$ cat src/rtl/fmr_pkg.sv
`timescale 1ns/1ps
package fmr_pkg;

  localparam logic [31:0] WIN_KEY  = 32'hDEADBEEF;
  localparam logic [31:0] PROT_KEY = 32'h12344321;
  localparam logic [31:0] MEM_KEY  = 32'hF00DBEEF;
  localparam logic [31:0] WIN_MAX  = 32'h2000_0000;

  typedef struct packed {
    logic [31:0] addr;
    logic [31:0] seed;
  } fetch_tag_t;

  typedef enum logic [1:0] {
    FS_IDLE,
    FS_DECIDE,
    FS_WAIT
  } front_state_e;

  // Seeded window test: [a, a+nbytes) against [lo, hi), 32-bit wrapping arithmetic
  function automatic logic win_hit(logic [31:0] seed, logic [31:0] a, logic [31:0] nbytes);
    logic [31:0] lo, room, hi;
    lo   = seed ^ WIN_KEY;
    room = 32'hFFFF_FFFF - lo;
    hi   = lo + ((WIN_MAX < room) ? WIN_MAX : room);
    return (a < hi) && (lo < (a + nbytes));
  endfunction

  // Two xorshift-multiply rounds
  function automatic logic [31:0] mix32(logic [31:0] x);
    logic [31:0] h;
    h = x;
    h = h ^ (h >> 16);
    h = h * 32'h7FEB352D;
    h = h ^ (h >> 15);
    h = h * 32'h846CA68B;
    h = h ^ (h >> 16);
    return h;
  endfunction

endpackage

$ cat src/rtl/fmr_front.sv
`timescale 1ns/1ps
module fmr_front
  import fmr_pkg::*;
#(
  parameter int          DLY_W      = 4,
  parameter int          NBYTES     = 4,
  parameter logic [31:0] RESET_SEED = 32'h0
) (
  input  logic             clk,
  input  logic             rst,
  input  logic             req_stb,
  input  logic [31:0]      req_addr,
  input  logic [31:0]      seed_in,
  input  logic             cfg_pmp_en,
  input  logic [DLY_W-1:0] cfg_gnt_dly,
  output logic             prot_err,
  output logic             gnt,
  output fetch_tag_t       gnt_tag
);

  localparam logic [31:0] NB = 32'(NBYTES);

  front_state_e     st_q;
  fetch_tag_t       tag_q;
  logic [31:0]      cur_seed_q;
  logic [DLY_W-1:0] dly_q;
  logic [DLY_W-1:0] cnt_q;
  logic             perr_q;
  logic             gnt_q;

  logic [31:0] pick_seed;
  logic        prot_hit;

  assign pick_seed = (seed_in != 32'h0) ? seed_in : cur_seed_q;
  assign prot_hit  = cfg_pmp_en && win_hit(tag_q.seed, tag_q.addr ^ PROT_KEY, NB);

  always_ff @(posedge clk) begin
    if (rst) begin
      st_q       <= FS_IDLE;
      tag_q      <= '0;
      cur_seed_q <= RESET_SEED;
      dly_q      <= '0;
      cnt_q      <= '0;
      perr_q     <= 1'b0;
      gnt_q      <= 1'b0;
    end else begin
      perr_q <= 1'b0;
      gnt_q  <= 1'b0;
      case (st_q)
        FS_IDLE: begin
          if (req_stb) begin
            tag_q      <= '{addr: req_addr, seed: pick_seed};
            cur_seed_q <= pick_seed;
            dly_q      <= cfg_gnt_dly;
            st_q       <= FS_DECIDE;
          end
        end
        FS_DECIDE: begin
          if (prot_hit) begin
            perr_q <= 1'b1;
            st_q   <= FS_IDLE;
          end else begin
            cnt_q <= '0;
            st_q  <= FS_WAIT;
          end
        end
        FS_WAIT: begin
          if (cnt_q == dly_q) begin
            gnt_q <= 1'b1;
            st_q  <= FS_IDLE;
          end else begin
            cnt_q <= cnt_q + 1'b1;
          end
        end
        default: st_q <= FS_IDLE;
      endcase
    end
  end

  assign prot_err = perr_q;
  assign gnt      = gnt_q;
  assign gnt_tag  = tag_q;

endmodule

$ cat src/rtl/fmr_resp_pipe.sv
`timescale 1ns/1ps
module fmr_resp_pipe
  import fmr_pkg::*;
#(
  parameter int STAGES = 2
) (
  input  logic       clk,
  input  logic       rst,
  input  logic       in_vld,
  input  fetch_tag_t in_tag,
  output logic       out_vld,
  output fetch_tag_t out_tag
);

  logic       vld_q [STAGES];
  fetch_tag_t tag_q [STAGES];

  for (genvar g = 0; g < STAGES; g++) begin : g_stage
    logic       src_vld;
    fetch_tag_t src_tag;
    if (g == 0) begin : g_head
      assign src_vld = in_vld;
      assign src_tag = in_tag;
    end else begin : g_body
      assign src_vld = vld_q[g-1];
      assign src_tag = tag_q[g-1];
    end

    always_ff @(posedge clk) begin
      if (rst) vld_q[g] <= 1'b0;
      else     vld_q[g] <= src_vld;
    end

    always_ff @(posedge clk) begin
      if (src_vld) tag_q[g] <= src_tag;
    end
  end

  assign out_vld = vld_q[STAGES-1];
  assign out_tag = tag_q[STAGES-1];

endmodule

$ cat src/rtl/fmr_word_gen.sv
`timescale 1ns/1ps
module fmr_word_gen
  import fmr_pkg::*;
#(
  parameter int BUS_W = 32
) (
  input  logic             cfg_mem_en,
  input  fetch_tag_t       tag,
  output logic [BUS_W-1:0] data,
  output logic             err
);

  localparam int          NW = BUS_W / 32 + 1;
  localparam logic [31:0] NB = 32'(BUS_W / 8);

  logic [29:0]      wbase;
  logic [NW*32-1:0] cat;
  logic [4:0]       shamt;

  assign wbase = tag.addr[31:2];
  assign shamt = {tag.addr[1:0], 3'b000};

  for (genvar i = 0; i < NW; i++) begin : g_word
    assign cat[i*32 +: 32] = mix32({2'b00, wbase + 30'(i)} ^ tag.seed);
  end

  assign err  = cfg_mem_en && win_hit(tag.seed, tag.addr ^ MEM_KEY, NB);
  assign data = err ? '0 : BUS_W'(cat >> shamt);

endmodule

$ cat src/rtl/fetch_mem_responder.sv
`timescale 1ns/1ps
module fetch_mem_responder
  import fmr_pkg::*;
#(
  parameter int          BUS_W      = 32,
  parameter int          DLY_W      = 4,
  parameter int          RESP_LAT   = 3,
  parameter logic [31:0] RESET_SEED = 32'h0
) (
  input  logic             clk,
  input  logic             rst,
  input  logic             cfg_pmp_en,
  input  logic             cfg_mem_en,
  input  logic [DLY_W-1:0] cfg_gnt_dly,
  input  logic [31:0]      seed_in,
  input  logic             req_stb,
  input  logic [31:0]      req_addr,
  output logic             prot_err,
  output logic             gnt,
  output logic             rvalid,
  output logic [BUS_W-1:0] rdata,
  output logic             rerr
);

  localparam int STAGES = (RESP_LAT > 1) ? RESP_LAT - 1 : 1;

  fetch_tag_t       gnt_tag;
  logic             p_vld;
  fetch_tag_t       p_tag;
  logic [BUS_W-1:0] w_data;
  logic             w_err;

  fmr_front #(
    .DLY_W     (DLY_W),
    .NBYTES    (BUS_W / 8),
    .RESET_SEED(RESET_SEED)
  ) u_front (
    .clk        (clk),
    .rst        (rst),
    .req_stb    (req_stb),
    .req_addr   (req_addr),
    .seed_in    (seed_in),
    .cfg_pmp_en (cfg_pmp_en),
    .cfg_gnt_dly(cfg_gnt_dly),
    .prot_err   (prot_err),
    .gnt        (gnt),
    .gnt_tag    (gnt_tag)
  );

  fmr_resp_pipe #(
    .STAGES(STAGES)
  ) u_pipe (
    .clk    (clk),
    .rst    (rst),
    .in_vld (gnt),
    .in_tag (gnt_tag),
    .out_vld(p_vld),
    .out_tag(p_tag)
  );

  fmr_word_gen #(
    .BUS_W(BUS_W)
  ) u_word (
    .cfg_mem_en(cfg_mem_en),
    .tag       (p_tag),
    .data      (w_data),
    .err       (w_err)
  );

  always_ff @(posedge clk) begin
    if (rst) begin
      rvalid <= 1'b0;
      rdata  <= '0;
      rerr   <= 1'b0;
    end else begin
      rvalid <= p_vld;
      rdata  <= p_vld ? w_data : '0;
      rerr   <= p_vld && w_err;
    end
  end

endmodule

$ cat config.mk
export PLATFORM = sky130hd
export DESIGN_NAME = fetch_mem_responder
export DESIGN_NICKNAME = d
export VERILOG_FILES = /design/src/rtl/fmr_pkg.sv /design/src/rtl/fmr_front.sv /design/src/rtl/fmr_resp_pipe.sv /design/src/rtl/fmr_word_gen.sv /design/src/rtl/fetch_mem_responder.sv
export SDC_FILE = /design/constraint.sdc
export NUM_CORES = 2
export LEC_CHECK = 0
export ABC_AREA = 1
export CAP_MARGIN = 10
export CORE_MARGIN = 5
export CORE_UTILIZATION = 60
export DETAILED_ROUTE_END_ITERATION = 8
export GPL_ROUTABILITY_DRIVEN = 0
export PLACE_DENSITY = 0.8
export SLEW_MARGIN = 20
export SYNTH_ARGS = -nofsm -noshare
export SYNTH_HDL_FRONTEND = slang
export SYNTH_SLANG_ARGS = --single-unit
$ cat constraint.sdc
create_clock -name clk -period 13.5 [get_ports clk]
set_input_delay 1.35 -clock clk [delete_from_list [all_inputs] [get_ports clk]]
set_output_delay 1.35 -clock clk [all_outputs]
set_load 0.01 [all_outputs]
==> impl_metrics.env <==
export IMPL_yosys_area_share_simple_pct=11.3
export IMPL_clock_sinks=240
export IMPL_drt_wl_total_mm=149
export IMPL_cts_path_max_buffers=3
export IMPL_grt_max_degree=66
export IMPL_critPathMaxStageDelay_ns=0.61
export IMPL_synthAdderAreaFrac_pct=51.1
export IMPL_relSlewSlack_pct=26.3
export IMPL_synth_seq_cells=240
export IMPL_path_max_fanout=4
export IMPL_areaGrowthSynthToFinish_pct=17.4
export IMPL_synth_cell_area_um2=49700
export IMPL_cp_arrival_ns=14.42
export IMPL_synth_edf_count=128
export IMPL_coreArea_um2=82100
export IMPL_synth_compound_area_share_pct=5.90
export IMPL_tightest_slew_ns=1.10
export IMPL_cp_required_ns=13.92
export IMPL_wl_per_cell_um=20.4
export IMPL_drt_iter0_markers=4244
export IMPL_skew_ns=0.0206
export IMPL_synth_top_family_by_area="adder cells"
export IMPL_first_global_vias=42600
export IMPL_hold_path_class="reg -> reg"
export IMPL_initial_core_util_pct=60.5
export IMPL_post_route_period_util_pct=104
export IMPL_avgSynthCellArea_um2=8.82
export IMPL_final_cells=7283
export IMPL_synthMuxAreaShare_pct=0.101
export IMPL_layout_setup_ws_ns=-0.510
export IMPL_status="finished, violations left"
export IMPL_synth_xor_xnor_area_share_pct=7.31
export IMPL_layout_common_cells="inv_1, ha_1, fa_1"
export IMPL_async_reset_ff_share_pct=0
export IMPL_fill_cells=5361
export IMPL_post_route_drc_count=0
export IMPL_ys_seq_area_share_pct=12.2
export IMPL_cts_buffers_inserted=23
export IMPL_clockRootBuffer="clkbuf_16"
export IMPL_insertion_delay_ns=0.55
export IMPL_crit_path_end_kind="flip-flop"
export IMPL_dp_cells=7157
export IMPL_rsz0062_at_grt="yes"
export IMPL_slew_viol_final=0
export IMPL_io_pin_count=109
export IMPL_routed_via_density=5.74
export IMPL_fin_crit_ns=14.01
export IMPL_path_class="reg -> reg"
export IMPL_synth_cell_types=63
export IMPL_ant_nets=0
export IMPL_crit_top_cell="fa_1"
export IMPL_vias=41800
export IMPL_fmax_mhz=71.4
export IMPL_antenna_cells=0
export IMPL_violations="negative setup slack"
export IMPL_post_dp_hpwl_mm=119
export IMPL_die_area_um2=88700
export IMPL_register_area_um2=6090
export IMPL_fp_dieH_um=298
export IMPL_setup_viol=17
export IMPL_path_clk_slew_ns=0.07
export IMPL_synth_ff_type="edfxtp_1"
export IMPL_crit_path_start_kind="flip-flop"
export IMPL_drtPass1Iterations=8
export IMPL_nets=7869
export IMPL_cts_htree_levels=1
export IMPL_gr_total_overflow=0
export IMPL_final_common_cell="inv_1"
export IMPL_synth_cells=5633
export IMPL_yosysWarnings=0
export IMPL_grt_pass1_wl_mm=221
export IMPL_antenna_found_initial=0
export IMPL_portBuffers=108
export IMPL_hold_violations=0
export IMPL_die_w_um=298
export IMPL_gr_usage_all_layers_pct=30.9
export IMPL_cts_tree="built"
export IMPL_drive_above_1_share_pct=14.6
export IMPL_multiInputGateArea_um2=39500
export IMPL_slowest_stage="fa_1"
export IMPL_std_cell_rows=105
export IMPL_cap_violations=0
==> logic make-up after synthesis <==
kind of cell               count (synthesis)
adders and majority gates               1600
buffers and inverters                   1590
and+or+nand+nor                         1264
AOI/OAI and AO/OA                        531
xor gates and xnor gates                 402
DFF                                      240
muxes                                      5
other                                      1
==> worst max-delay path: cells and delay by family, from the launching register on <==
| kind | cells | cell delay, ns |
|---|---|---|
| AO/OA/AOI/OAI | 3 | 0.33 |
| XOR/XNOR | 5 | 1.21 |
| adder cells (fa/ha/maj) | 18 | 7.41 |
| buffers and inverters | 16 | 1.45 |
| flip-flops | 1 | 0.37 |
| AND/OR/NAND/NOR | 24 | 3.09 |
==> cell type report <==
class | count | area share (%)
clock buffers | 28 | 1.15
clock inverters | 14 | 0.245
well taps | 1070 | 2.29
flip-flops and latches | 240 | 10.4
multi-input cells | 3804 | 67.7
inverters | 1533 | 9.88
repair buffers | 594 | 8.30
==> what timing repair did <==
| action | CTS | global route |
|---|---|---|
| hold buffers | 0 | 0 |
| setup endpoints to repair | 23 | 32 |
| pin swaps | 13 | 131 |
| gates resized for setup | 51 | 353 |
| cloned | 0 | 0 |
| setup buffers | 10 | 74 |
==> synthesized netlist by cell type, types with 3 or more instances <==
cell | instances | area share, %
inv_1 | 1524 | 12
ha_1 | 882 | 22
fa_1 | 718 | 29
nand2_1 | 631 | 4.8
nor2_1 | 272 | 2.1
a21oi_1 | 252 | 2.5
xor2_1 | 228 | 4.0
o21ai_0 | 173 | 1.7
xnor2_1 | 164 | 2.9
nand3_1 | 146 | 1.5
edfxtp_1 | 128 | 7.7
dfxtp_1 | 112 | 4.5
nand4_1 | 64 | 0.81
clkbuf_1 | 40 | 0.30
nor3_1 | 35 | 0.35
nor4_1 | 28 | 0.35
nand2_2 | 23 | 0.29
o211ai_1 | 22 | 0.33
a211oi_1 | 20 | 0.30
nand3b_1 | 16 | 0.24
or2_2 | 12 | 0.15
a21o_1 | 10 | 0.15
o21bai_1 | 10 | 0.15
buf_2 | 9 | 0.091
o21a_1 | 9 | 0.14
a31oi_1 | 8 | 0.10
inv_2 | 6 | 0.045
nand3_2 | 6 | 0.12
xnor3_1 | 6 | 0.27
mux2i_1 | 5 | 0.10
nor2_4 | 5 | 0.11
nor3_2 | 5 | 0.10
a21boi_0 | 4 | 0.060
buf_1 | 4 | 0.030
nor2_2 | 4 | 0.050
nor3b_1 | 4 | 0.060
buf_4 | 3 | 0.045
clkinv_1 | 3 | 0.023
nand2_4 | 3 | 0.068
o221ai_1 | 3 | 0.053
o22ai_1 | 3 | 0.038
xor2_2 | 3 | 0.098
==> stage by stage <==
stage | hold slack, ns | utilization, % | setup TNS, ns | cell area, um^2 | worst slack [ns]
after floorplan | 0.400 | - | 0 | 49700 | 0.256
after global placement | 0.401 | 66.9 | -0.0920 | 54900 | -0.0489
after detailed placement | 0.405 | 66.9 | -3.22 | 54900 | -0.376
after CTS | 0.412 | 68.3 | 0 | 56000 | 0.00212
after global routing | 0.430 | 71.0 | -13.19 | 58300 | -0.925
final | 0.407 | 71.0 | -2.91 | 58300 | -0.510
==> final timing paths <==
| path | startpoint | end | slack (ns) | cells after the start |
|---|---|---|---|---|
| max | u_pipe.tag_q[0][98]$_DFFE_PP_ | rdata[31]$_SDFF_PP0_ | -0.51 | 66 |
| max reg2reg | u_pipe.tag_q[0][98]$_DFFE_PP_ | rdata[31]$_SDFF_PP0_ | -0.51 | 66 |
| min | u_pipe.tag_q[0][6]$_DFFE_PP_ | u_pipe.tag_q[0][70]$_DFFE_PP_ | 0.41 | 0 |
| min reg2reg | u_pipe.tag_q[0][6]$_DFFE_PP_ | u_pipe.tag_q[0][70]$_DFFE_PP_ | 0.41 | 0 |
==> sequential cells by signal (all words and copies together) (netlist names) <==
register and count:
u_pipe.tag_q 128, u_front.dly_q 4, rvalid 1, u_front.gnt_tag 64, u_front.prot_err 1, rerr 1
u_front.st_q 2, u_front.cnt_q 4, u_front.gnt 1, rdata 32, u_pipe.vld_q 2
==> metal layers <==
metal  vias to the layer above  share of wire (%)  global-route usage (%)
li1                      18600                  -                       -
met4                         0                7.3                    14.0
met5                         -                  0                       0
met1                     20000                 37                    40.4
met3                       817                9.6                    4.62
met2                      2423                 46                    51.2
Power is left out: the tool's default activity adds up to more than one toggle a clock period on the data nets, which glitch-free logic cannot reach.
